`src/rtl/ser_pkg.sv`:
```
package ser_pkg;
  typedef enum logic [1:0] {
    K_PLAIN = 2'd0,
    K_LPSW  = 2'd1,
    K_IRQ   = 2'd2
  } ser_kind_e;

  typedef enum logic [1:0] {
    PH_IDLE  = 2'd0,
    PH_DRAIN = 2'd1,
    PH_EXEC  = 2'd2,
    PH_FINAL = 2'd3
  } ser_phase_e;
endpackage

```
`src/rtl/ser_classify.sv`:
```
module ser_classify
  import ser_pkg::*;
#(
  parameter int MASK_W = 4,
  parameter int REG_W  = 4
) (
  input  logic              ser_op,
  input  logic              bcr,
  input  logic [MASK_W-1:0] mask,
  input  logic [REG_W-1:0]  rfield,
  input  logic              lpsw,
  output logic              is_ser,
  output ser_kind_e         kind
);
  localparam logic [MASK_W-1:0] FULL_MASK = {MASK_W{1'b1}};
  localparam logic [REG_W-1:0]  ZERO_REG  = '0;

  logic bcr_fence;

  // only the all-ones mask with register field zero acts as a fence
  always_comb begin
    bcr_fence = bcr && (mask == FULL_MASK) && (rfield == ZERO_REG);
    is_ser    = ser_op || lpsw || bcr_fence;
    kind      = lpsw ? K_LPSW : K_PLAIN;
  end
endmodule

```
`src/rtl/ser_pending.sv`:
```
module ser_pending
  import ser_pkg::*;
(
  input  logic      clk,
  input  logic      rst_n,
  input  logic      load,
  input  ser_kind_e load_kind,
  input  logic      take,
  output logic      valid,
  output ser_kind_e kind
);
  always_ff @(posedge clk) begin
    if (!rst_n) begin
      valid <= 1'b0;
      kind  <= K_PLAIN;
    end else if (load) begin
      valid <= 1'b1;
      kind  <= load_kind;
    end else if (take) begin
      valid <= 1'b0;
    end
  end


  pend_no_overwrite_chk: assert property (@(posedge clk) disable iff (!rst_n)
    (valid && !take) |-> !load);


  pend_hold_chk: assert property (@(posedge clk) disable iff (!rst_n)
    (valid && !take) |=> (valid && $stable(kind)));
endmodule

```
`src/rtl/ser_phase_fsm.sv`:
```
module ser_phase_fsm
  import ser_pkg::*;
(
  input  logic       clk,
  input  logic       rst_n,
  input  logic       start,
  input  ser_kind_e  start_kind,
  input  logic       pend_valid,
  input  ser_kind_e  pend_kind,
  input  logic       drain_done,
  input  logic       exec_done,
  output ser_phase_e phase,
  output ser_kind_e  cur_kind,
  output logic       exec_go,
  output logic       take_pend
);
  ser_phase_e phase_n;
  ser_kind_e  kind_n;

  always_comb begin
    phase_n   = phase;
    kind_n    = cur_kind;
    exec_go   = 1'b0;
    take_pend = 1'b0;
    unique case (phase)
      PH_IDLE: begin
        if (start) begin
          phase_n = PH_DRAIN;
          kind_n  = start_kind;
        end else if (pend_valid) begin
          phase_n   = PH_DRAIN;
          kind_n    = pend_kind;
          take_pend = 1'b1;
        end
      end
      PH_DRAIN: begin
        if (drain_done) begin
          exec_go = 1'b1;
          phase_n = PH_EXEC;
        end
      end
      PH_EXEC: begin
        if (exec_done) phase_n = PH_FINAL;
      end
      PH_FINAL: begin
        if (drain_done) begin
          if (pend_valid) begin
            phase_n   = PH_DRAIN;
            kind_n    = pend_kind;
            take_pend = 1'b1;
          end else begin
            phase_n = PH_IDLE;
          end
        end
      end
      default: phase_n = PH_IDLE;
    endcase
  end

  always_ff @(posedge clk) begin
    if (!rst_n) begin
      phase    <= PH_IDLE;
      cur_kind <= K_PLAIN;
    end else begin
      phase    <= phase_n;
      cur_kind <= kind_n;
    end
  end


  exec_once_chk: assert property (@(posedge clk) disable iff (!rst_n)
    exec_go |=> !exec_go);


  exec_entry_chk: assert property (@(posedge clk) disable iff (!rst_n)
    (phase == PH_EXEC && $past(phase) != PH_EXEC) |-> $past(exec_go));


  release_chk: assert property (@(posedge clk) disable iff (!rst_n)
    (phase == PH_IDLE && $past(phase) == PH_FINAL) |-> $past(drain_done));
endmodule

```
`src/rtl/serial_drain_ctrl.sv`:
```
module serial_drain_ctrl
  import ser_pkg::*;
#(
  parameter int MASK_W = 4,
  parameter int REG_W  = 4,
  parameter int CNT_W  = 6
) (
  input  logic              clk,
  input  logic              rst_n,
  input  logic              dec_valid,
  output logic              dec_ready,
  input  logic              dec_ser_op,
  input  logic              dec_bcr,
  input  logic [MASK_W-1:0] dec_mask,
  input  logic [REG_W-1:0]  dec_reg,
  input  logic              dec_lpsw,
  input  logic              irq_valid,
  output logic              irq_ready,
  input  logic [CNT_W-1:0]  sb_count,
  input  logic              pgd_pending,
  input  logic              exec_done,
  output logic              fetch_stall,
  output logic              operand_stall,
  output logic              drain_req,
  output logic              exec_go,
  output logic              busy
);
  localparam logic [CNT_W-1:0] EMPTY = '0;

  logic       cls_ser;
  ser_kind_e  cls_kind;
  logic       pend_valid, take_pend, pend_load;
  ser_kind_e  pend_kind;
  ser_phase_e phase;
  ser_kind_e  cur_kind;
  logic       acc_irq, acc_dec, evt, start, drain_done;
  ser_kind_e  evt_kind;

  ser_classify #(.MASK_W(MASK_W), .REG_W(REG_W)) u_cls (
    .ser_op (dec_ser_op),
    .bcr    (dec_bcr),
    .mask   (dec_mask),
    .rfield (dec_reg),
    .lpsw   (dec_lpsw),
    .is_ser (cls_ser),
    .kind   (cls_kind)
  );

  always_comb begin
    irq_ready  = !pend_valid;
    dec_ready  = !pend_valid && !irq_valid;
    acc_irq    = irq_valid && irq_ready;
    acc_dec    = dec_valid && dec_ready && cls_ser;
    evt        = acc_irq || acc_dec;
    evt_kind   = acc_irq ? K_IRQ : cls_kind;
    start      = evt && (phase == PH_IDLE) && !pend_valid;
    pend_load  = evt && !start;
    drain_done = (sb_count == EMPTY) && !pgd_pending;
  end

  ser_pending u_pend (
    .clk       (clk),
    .rst_n     (rst_n),
    .load      (pend_load),
    .load_kind (evt_kind),
    .take      (take_pend),
    .valid     (pend_valid),
    .kind      (pend_kind)
  );

  ser_phase_fsm u_fsm (
    .clk        (clk),
    .rst_n      (rst_n),
    .start      (start),
    .start_kind (evt_kind),
    .pend_valid (pend_valid),
    .pend_kind  (pend_kind),
    .drain_done (drain_done),
    .exec_done  (exec_done),
    .phase      (phase),
    .cur_kind   (cur_kind),
    .exec_go    (exec_go),
    .take_pend  (take_pend)
  );

  always_comb begin
    busy        = (phase != PH_IDLE) || pend_valid;
    fetch_stall = busy || evt;
    drain_req   = (phase == PH_DRAIN) || (phase == PH_FINAL);
    unique case (phase)
      PH_IDLE:  operand_stall = start && (evt_kind == K_PLAIN);
      PH_DRAIN: operand_stall = (cur_kind == K_PLAIN);
      PH_EXEC:  operand_stall = 1'b0;
      PH_FINAL: operand_stall = 1'b1;
      default:  operand_stall = 1'b1;
    endcase
  end


  no_fetch_outstanding_chk: assert property (@(posedge clk) disable iff (!rst_n)
    (phase == PH_DRAIN && sb_count != EMPTY) |-> (fetch_stall && drain_req && !exec_go));


  pgd_block_chk: assert property (@(posedge clk) disable iff (!rst_n)
    (phase == PH_DRAIN && pgd_pending) |=> (phase == PH_DRAIN));


  fetch_hold_chk: assert property (@(posedge clk) disable iff (!rst_n)
    (phase != PH_IDLE) |-> fetch_stall);


  pend_ready_chk: assert property (@(posedge clk) disable iff (!rst_n)
    pend_valid |-> (!dec_ready && !irq_ready));
endmodule

```
`config.mk`:
```
export PLATFORM = sky130hd
export DESIGN_NAME = serial_drain_ctrl
export DESIGN_NICKNAME = d
export VERILOG_FILES = /design/src/rtl/ser_pkg.sv /design/src/rtl/ser_classify.sv /design/src/rtl/ser_pending.sv /design/src/rtl/ser_phase_fsm.sv /design/src/rtl/serial_drain_ctrl.sv
export SDC_FILE = /design/constraint.sdc
export NUM_CORES = 1
export LEC_CHECK = 0
export ABC_AREA = 1
export CAP_MARGIN = 10
export CELL_PAD_IN_SITES_DETAIL_PLACEMENT = 1
export CELL_PAD_IN_SITES_GLOBAL_PLACEMENT = 1
export CORE_MARGIN = 2
export CORE_UTILIZATION = 38
export CTS_BUF_LIST = sky130_fd_sc_hd__clkbuf_16
export DETAILED_ROUTE_END_ITERATION = 8
export DONT_BUFFER_PORTS = 1
export PLACE_DENSITY = 0.82
export SLEW_MARGIN = 20
export SYNTH_ARGS = -nofsm -noshare
export SYNTH_HDL_FRONTEND = slang
export SYNTH_SLANG_ARGS = --single-unit
export TNS_END_PERCENT = 50
```
`constraint.sdc`:
```
create_clock -name clk -period 1.48 [get_ports clk]
set_input_delay 0.148 -clock clk [delete_from_list [all_inputs] [get_ports clk]]
set_output_delay 0.148 -clock clk [all_outputs]
set_load 0.01 [all_outputs]
```
==> results.cfg, run 1 <==
[critical_path]
critPathBufInv = 3
critPathMaxStageDelay_ps = 350
path_delay_family = flip-flops
end_kind = output port
worstPathCellList = inv_4 -> ha_2 -> inv_2 -> nor3_1 -> o21ai_1 -> o41ai_2 -> buf_4
worst_ep_arrival_time_ps = 1400
critPathLaunchType = flop
critPathKind = flop to output port
slowest_stage = dfxtp_4
critPathMaxFanout = 4
cp.required_ps = 1330

[timing]
min_period_ps = 1550
finalSetupViolations = 2
max_slew.worst_pin.slew_ps = 254
hold_viol = 0
slew_violations = 0
rsz0062_at_grt = true
fin_crit_sh_pct = 104
fin_tns_setup_ps = -89.9
fmax_ghz = 0.647
setup_ws_ps = -65.3
clock-skew-final_ps = 0.273
slew_headroom_pct = 83.1

[die]
die_h_um = 43
fp.dieW_um = 43
rows = 14
initial_utilization_pct = 39.3
dieArea_mm2 = 0.00185
core_area_mm2 = 0.00147
pin_count = 30

[global_routing]
antenna_found_initial = 0
grt_pass1_wl_um = 2530
grt.total_usage_pct = 18.6
overflow = 0
grt_pass1_vias = 624
grt_max_degree = 9

[finish]
final_cell_mix = nand2_1 (23), inv_1 (12), a21oi_1 (10)
diodes = 0
syn_to_final_growth_pct = 33.5
utilization_pct = 52.5
final_common_cell = nand2_1
nNetsFinal = 129
seq_area_um2 = 146
layout-drive-gt1-share_pct = 26.7
fillers = 204
multi_input_area_um2 = 419
final_area_um2 = 772

[drt]
routed_wl_um = 1580
met2_length_um = 779
drcViolationCount = 0
wl_met1_um = 639
drt_pass1_iterations = 2
via_per_inst = 5.44
wl_met3_um = 104
routedWlPerCell_um = 13.5
antenna_left = 0
drtIter0Drc = 10
vias = 636
dr.max_layer_used = met4

[run_status]
status = complete, but fails checks
violations = setup timing

[synth]
synth_top_area_share_pct = 24.2
synth-compound-area-share_pct = 17.7
syn-cell-area_um2 = 578
synth_xor_area_share_pct = 0
postSynthCellCount = 91
synth_seq_area_share_pct = 24.2
synth.area.mux_share_pct = 1.73
synth.area.top_cells = dfxtp_1 (24%), nand2_1 (16%), inv_1 (9.1%)
synth_area_leader_cell = dfxtp_1
ys.warnings.count = 0
synth_seq_cells = 7
synth-simple-area-share_pct = 37.7
yosys.area_share.adder_pct = 8.66
syn-num-nets = 118
synth_top_family_by_area = simple AND/OR/NAND/NOR gates
synth_area_per_cell_um2 = 6.35
ys_types = 19

[cts]
cts_buffer_depth = 2
cts.reportedPaths.clkPinSlew_ps = 40
cts_tree = built
clock_latency_ps = 230
cts-buffers-inserted = 3
root_buffer = clkbuf_16
clock-sinks = 7
htree_levels = 1

[placed_design]
placed_area_um2 = 631
dp_hpwl_um = 1170
gp_congestion = 0.807
io_buffers = 0
pre_cts_ws_ps = -26.5

[flow_run]
cap_viol_max_count = 0

[min_path]
hold_path_class = primary input to flop

[power]
powerDensity_mw_per_mm2 = 2320
ir_worst_vdd_uv = 994
power_leakage_nw = 0.366
-- stage by stage --
stage               std cells  hold WS, ps  total power (W)
finish                    117         56.9          0.00179
global route              117         76.2          0.00194
CTS                       115         55.5          0.00170
detailed placement        111          297          0.00115
global placement          111          293          0.00112
floorplan                  91          286         0.000932
-- cell families (layout without fill, tap and decap cells) --
kind of cell	count (synthesis)	in the layout
AOI/OAI and AO/OA	17	17
adders and majority gates	4	4
and+or+nand+nor	47	47
muxes	1	1
buffers and inverters	15	25
DFF	7	7
-- final cells by class --
type	instances	area share, %
flip-flops and latches	7	19.0
multi-input cells	69	54.3
inverters	14	7.13
clock inverters	1	0.486
clock buffers	3	9.72
repair buffers	7	6.81
well taps	16	2.59
-- layer usage --
metal,track usage [%],up-vias
met1,20.6,283
met5,0,-
met3,4.68,7
met4,12.7,0
li1,-,318
met2,30.9,28
-- final timing paths --
path | endpoint | slack (ps) | start | cells after the start
max reg2reg | u_fsm.phase[0] | 150 | u_fsm.phase[0] | 7
min | u_fsm.cur_kind[1] | 60 | rst_n | 2
min reg2reg | u_pend.kind[1] | 470 | u_pend.kind[1] | 2
max | operand_stall | -70 | u_fsm.phase[1] | 7
-- synthesized netlist by cell type --
cell,number
a21oi_1,10
ha_1,4
nor3_4,1
o211ai_1,1
nand2_1,24
nor2_2,2
nor4_1,1
inv_1,14
buf_2,1
mux2i_1,1
nor3_1,4
nand3_1,5
dfxtp_1,7
nand4_1,2
or2_4,1
a21oi_4,1
nor2_1,7
o41ai_1,1
o21ai_0,4
-- sequential cells by signal (all words and copies together) (netlist names) --
name and count:
u_fsm.cur_kind 2, u_fsm.phase 2, u_pend.kind 2, u_pend.valid 1
-- report_power, final --
group	switching (W)	total [W]	internal (W)
logic	0.000541	0.000959	0.000418
registers	0.0000970	0.000380	0.000283
clock network	0.000101	0.000452	0.000351
-- timing repair --
action / CTS / global route
hold buffers: 0 / 0
setup buffers: 0 / 2
gates cloned: 0 / 0
resized for setup: 9 / 8
pin swaps: 0 / 3
endpoints found under the setup margin: 3 / 3
(Power assumes the default switching activity.)
==> run 2: changes to the inputs <==
--- a/config.mk
+++ b/config.mk
@@ -7,14 +7,13 @@
 export LEC_CHECK = 0
 export ABC_AREA = 1
 export CAP_MARGIN = 10
-export CELL_PAD_IN_SITES_DETAIL_PLACEMENT = 1
-export CELL_PAD_IN_SITES_GLOBAL_PLACEMENT = 1
-export CORE_MARGIN = 2
-export CORE_UTILIZATION = 38
+export CORE_AREA = 2 2 39 41
 export CTS_BUF_LIST = sky130_fd_sc_hd__clkbuf_16
+export CTS_CLUSTER_SIZE = 8
 export DETAILED_ROUTE_END_ITERATION = 8
+export DIE_AREA = 0 0 41 43
 export DONT_BUFFER_PORTS = 1
-export PLACE_DENSITY = 0.82
+export PLACE_DENSITY = 0.67
 export SLEW_MARGIN = 20
 export SYNTH_ARGS = -nofsm -noshare
 export SYNTH_HDL_FRONTEND = slang
==> run 2 against run 1 <==
  * Wire length shrank 3.1%
  * Non-clock buffer count grew 3
  * The flow still finishes with violations (setup timing)
  * Largest power group unchanged
  * Die area shrank 4.7%
  * Power grew 4.0%
==> results.cfg, run 2 (synthesis results as in run 1) <==
[finish]
nNetsFinal = 132
utilization_pct = 58.2
top_regs = u_fsm.cur_kind (2), u_fsm.phase (2), u_pend.kind (2)
layout-drive-gt1-share_pct = 30.8
diodes = 0
syn_to_final_growth_pct = 39.4
final_area_um2 = 806
final_cell_mix = nand2_1 (23), inv_1 (10), a21oi_1 (10), buf_4 (10), nor2_1 (7)
final_common_cell = nand2_1

[critical_path]
critPathBufInv = 2
critPathMaxStageDelay_ps = 350
cp.required_ps = 1330
critPathKind = flop to output port
slowest_stage = dfxtp_4
path_delay_family = flip-flops
end_kind = output port
critPathLaunchType = flop
worstPathCellList = inv_4 -> ha_4 -> nand2_2 -> o41ai_2 -> buf_4
critPathMaxFanout = 4
worst_ep_arrival_time_ps = 1350

[global_routing]
grt_max_degree = 9
grt_pass1_vias = 541
overflow = 0
antenna_found_initial = 0
grt_pass1_wl_um = 2100
grt.total_usage_pct = 17.6

[drt]
drtIter0Drc = 4
via_per_inst = 5.18
routed_wl_um = 1530
drt_pass1_iterations = 2
routedWlPerCell_um = 12.8
drcViolationCount = 0
vias = 621
antenna_left = 0

[timing]
fin_crit_sh_pct = 101
slew_headroom_pct = 84.4
hold_viol = 0
fin_tns_setup_ps = -21.2
rsz0062_at_grt = true
setup_ws_ps = -21.2
slew_violations = 0
finalSetupViolations = 1
fmax_ghz = 0.666
clock-skew-final_ps = 1.91
min_period_ps = 1500
max_slew.worst_pin.slew_ps = 232

[flow_run]
cap_viol_max_count = 0

[placed_design]
io_buffers = 0
placed_area_um2 = 631
dp_hpwl_um = 1050
gp_congestion = 0.860

[run_status]
violations = setup timing
status = complete, but fails checks

[min_path]
hold_path_class = primary input to flop

[die]
initial_utilization_pct = 41.8
dieArea_mm2 = 0.00176
rows = 14
fp.dieW_um = 41
core_area_mm2 = 0.00138
die_h_um = 43
pin_count = 30

[cts]
htree_levels = 1
cts.reportedPaths.clkPinSlew_ps = 40
cts_buffer_depth = 2
clock_latency_ps = 230
hold_buffers = 0
cts_tree = built
cts-buffers-inserted = 3
clock-sinks = 7
root_buffer = clkbuf_16

[power]
ir_worst_vdd_uv = 1050
power_leakage_nw = 0.386
powerDensity_mw_per_mm2 = 2310
totalPowerFinal_w = 0.00186
run 2: cell types whose count changed in the layout (fill, tap and decap cells not counted):
cell | previous run | this run
nand2_4 | 1 | 0
nor2_2 | 3 | 2
buf_4 | 7 | 10
nor4_2 | 1 | 0
inv_1 | 12 | 10
nor2_1 | 6 | 7
nor3_2 | 0 | 1
dfxtp_4 | 1 | 2
inv_2 | 2 | 3
dfxtp_2 | 2 | 1
inv_4 | 1 | 2
nor3_1 | 4 | 3
nor4_4 | 0 | 1
nand2_2 | 0 | 1
run 2: per-layer routing:
metal	vias to the layer above	global-route usage, %	part of all wire (%)
met4	0	6.00	1.4
met5	-	0	0
met3	2	6.28	3.8
li1	324	-	-
met2	8	29.7	56
met1	287	19.0	39
run 2: what timing repair did:
action / CTS / global route
pin swaps: 2 / 3
endpoints found under the setup margin: 2 / 2
buffers inserted: 1 / 4
resized for setup: 13 / 8
run 2: layout make-up:
cell class | instances | area [µm²]
Clock buffer | 3 | 75.1
Clock inverter | 1 | 3.75
Fill cell | 123 | 578
Inverter | 14 | 57.6
Multi-Input combinational cell | 69 | 425
Sequential cell | 7 | 149
Tap cell | 16 | 20.0
Timing Repair Buffer | 10 | 75.1
run 2: worst paths after layout:
| path | startpoint | end | slack (ps) | cells past startpoint |
|---|---|---|---|---|
| worst max-delay path | u_fsm.phase[0] | operand_stall | -20 | 5 |
| worst min-delay path | rst_n | u_fsm.cur_kind[0] | 50 | 2 |
| worst max register to register | u_fsm.phase[0] | u_fsm.cur_kind[1] | 120 | 8 |
| worst min register to register | u_pend.kind[1] | u_pend.kind[1] | 460 | 2 |
run 2: stage by stage:
step | cells | hold WS [ps] | worst slack (ps)
after floorplan | 91 | 286 | 25.8
after CTS | 116 | 49.3 | -2.47
after global placement | 111 | 290 | 123
after detailed placement | 111 | 292 | 71.2
after global routing | 120 | 57.8 | -82.9
final | 120 | 52.8 | -21.2
run 2: power breakdown:
part	total [W]	internal, W	switching (W)
Sequential	0.000380	0.000286	0.0000941
Combinational	0.00103	0.000470	0.000556
Clock	0.000456	0.000352	0.000104
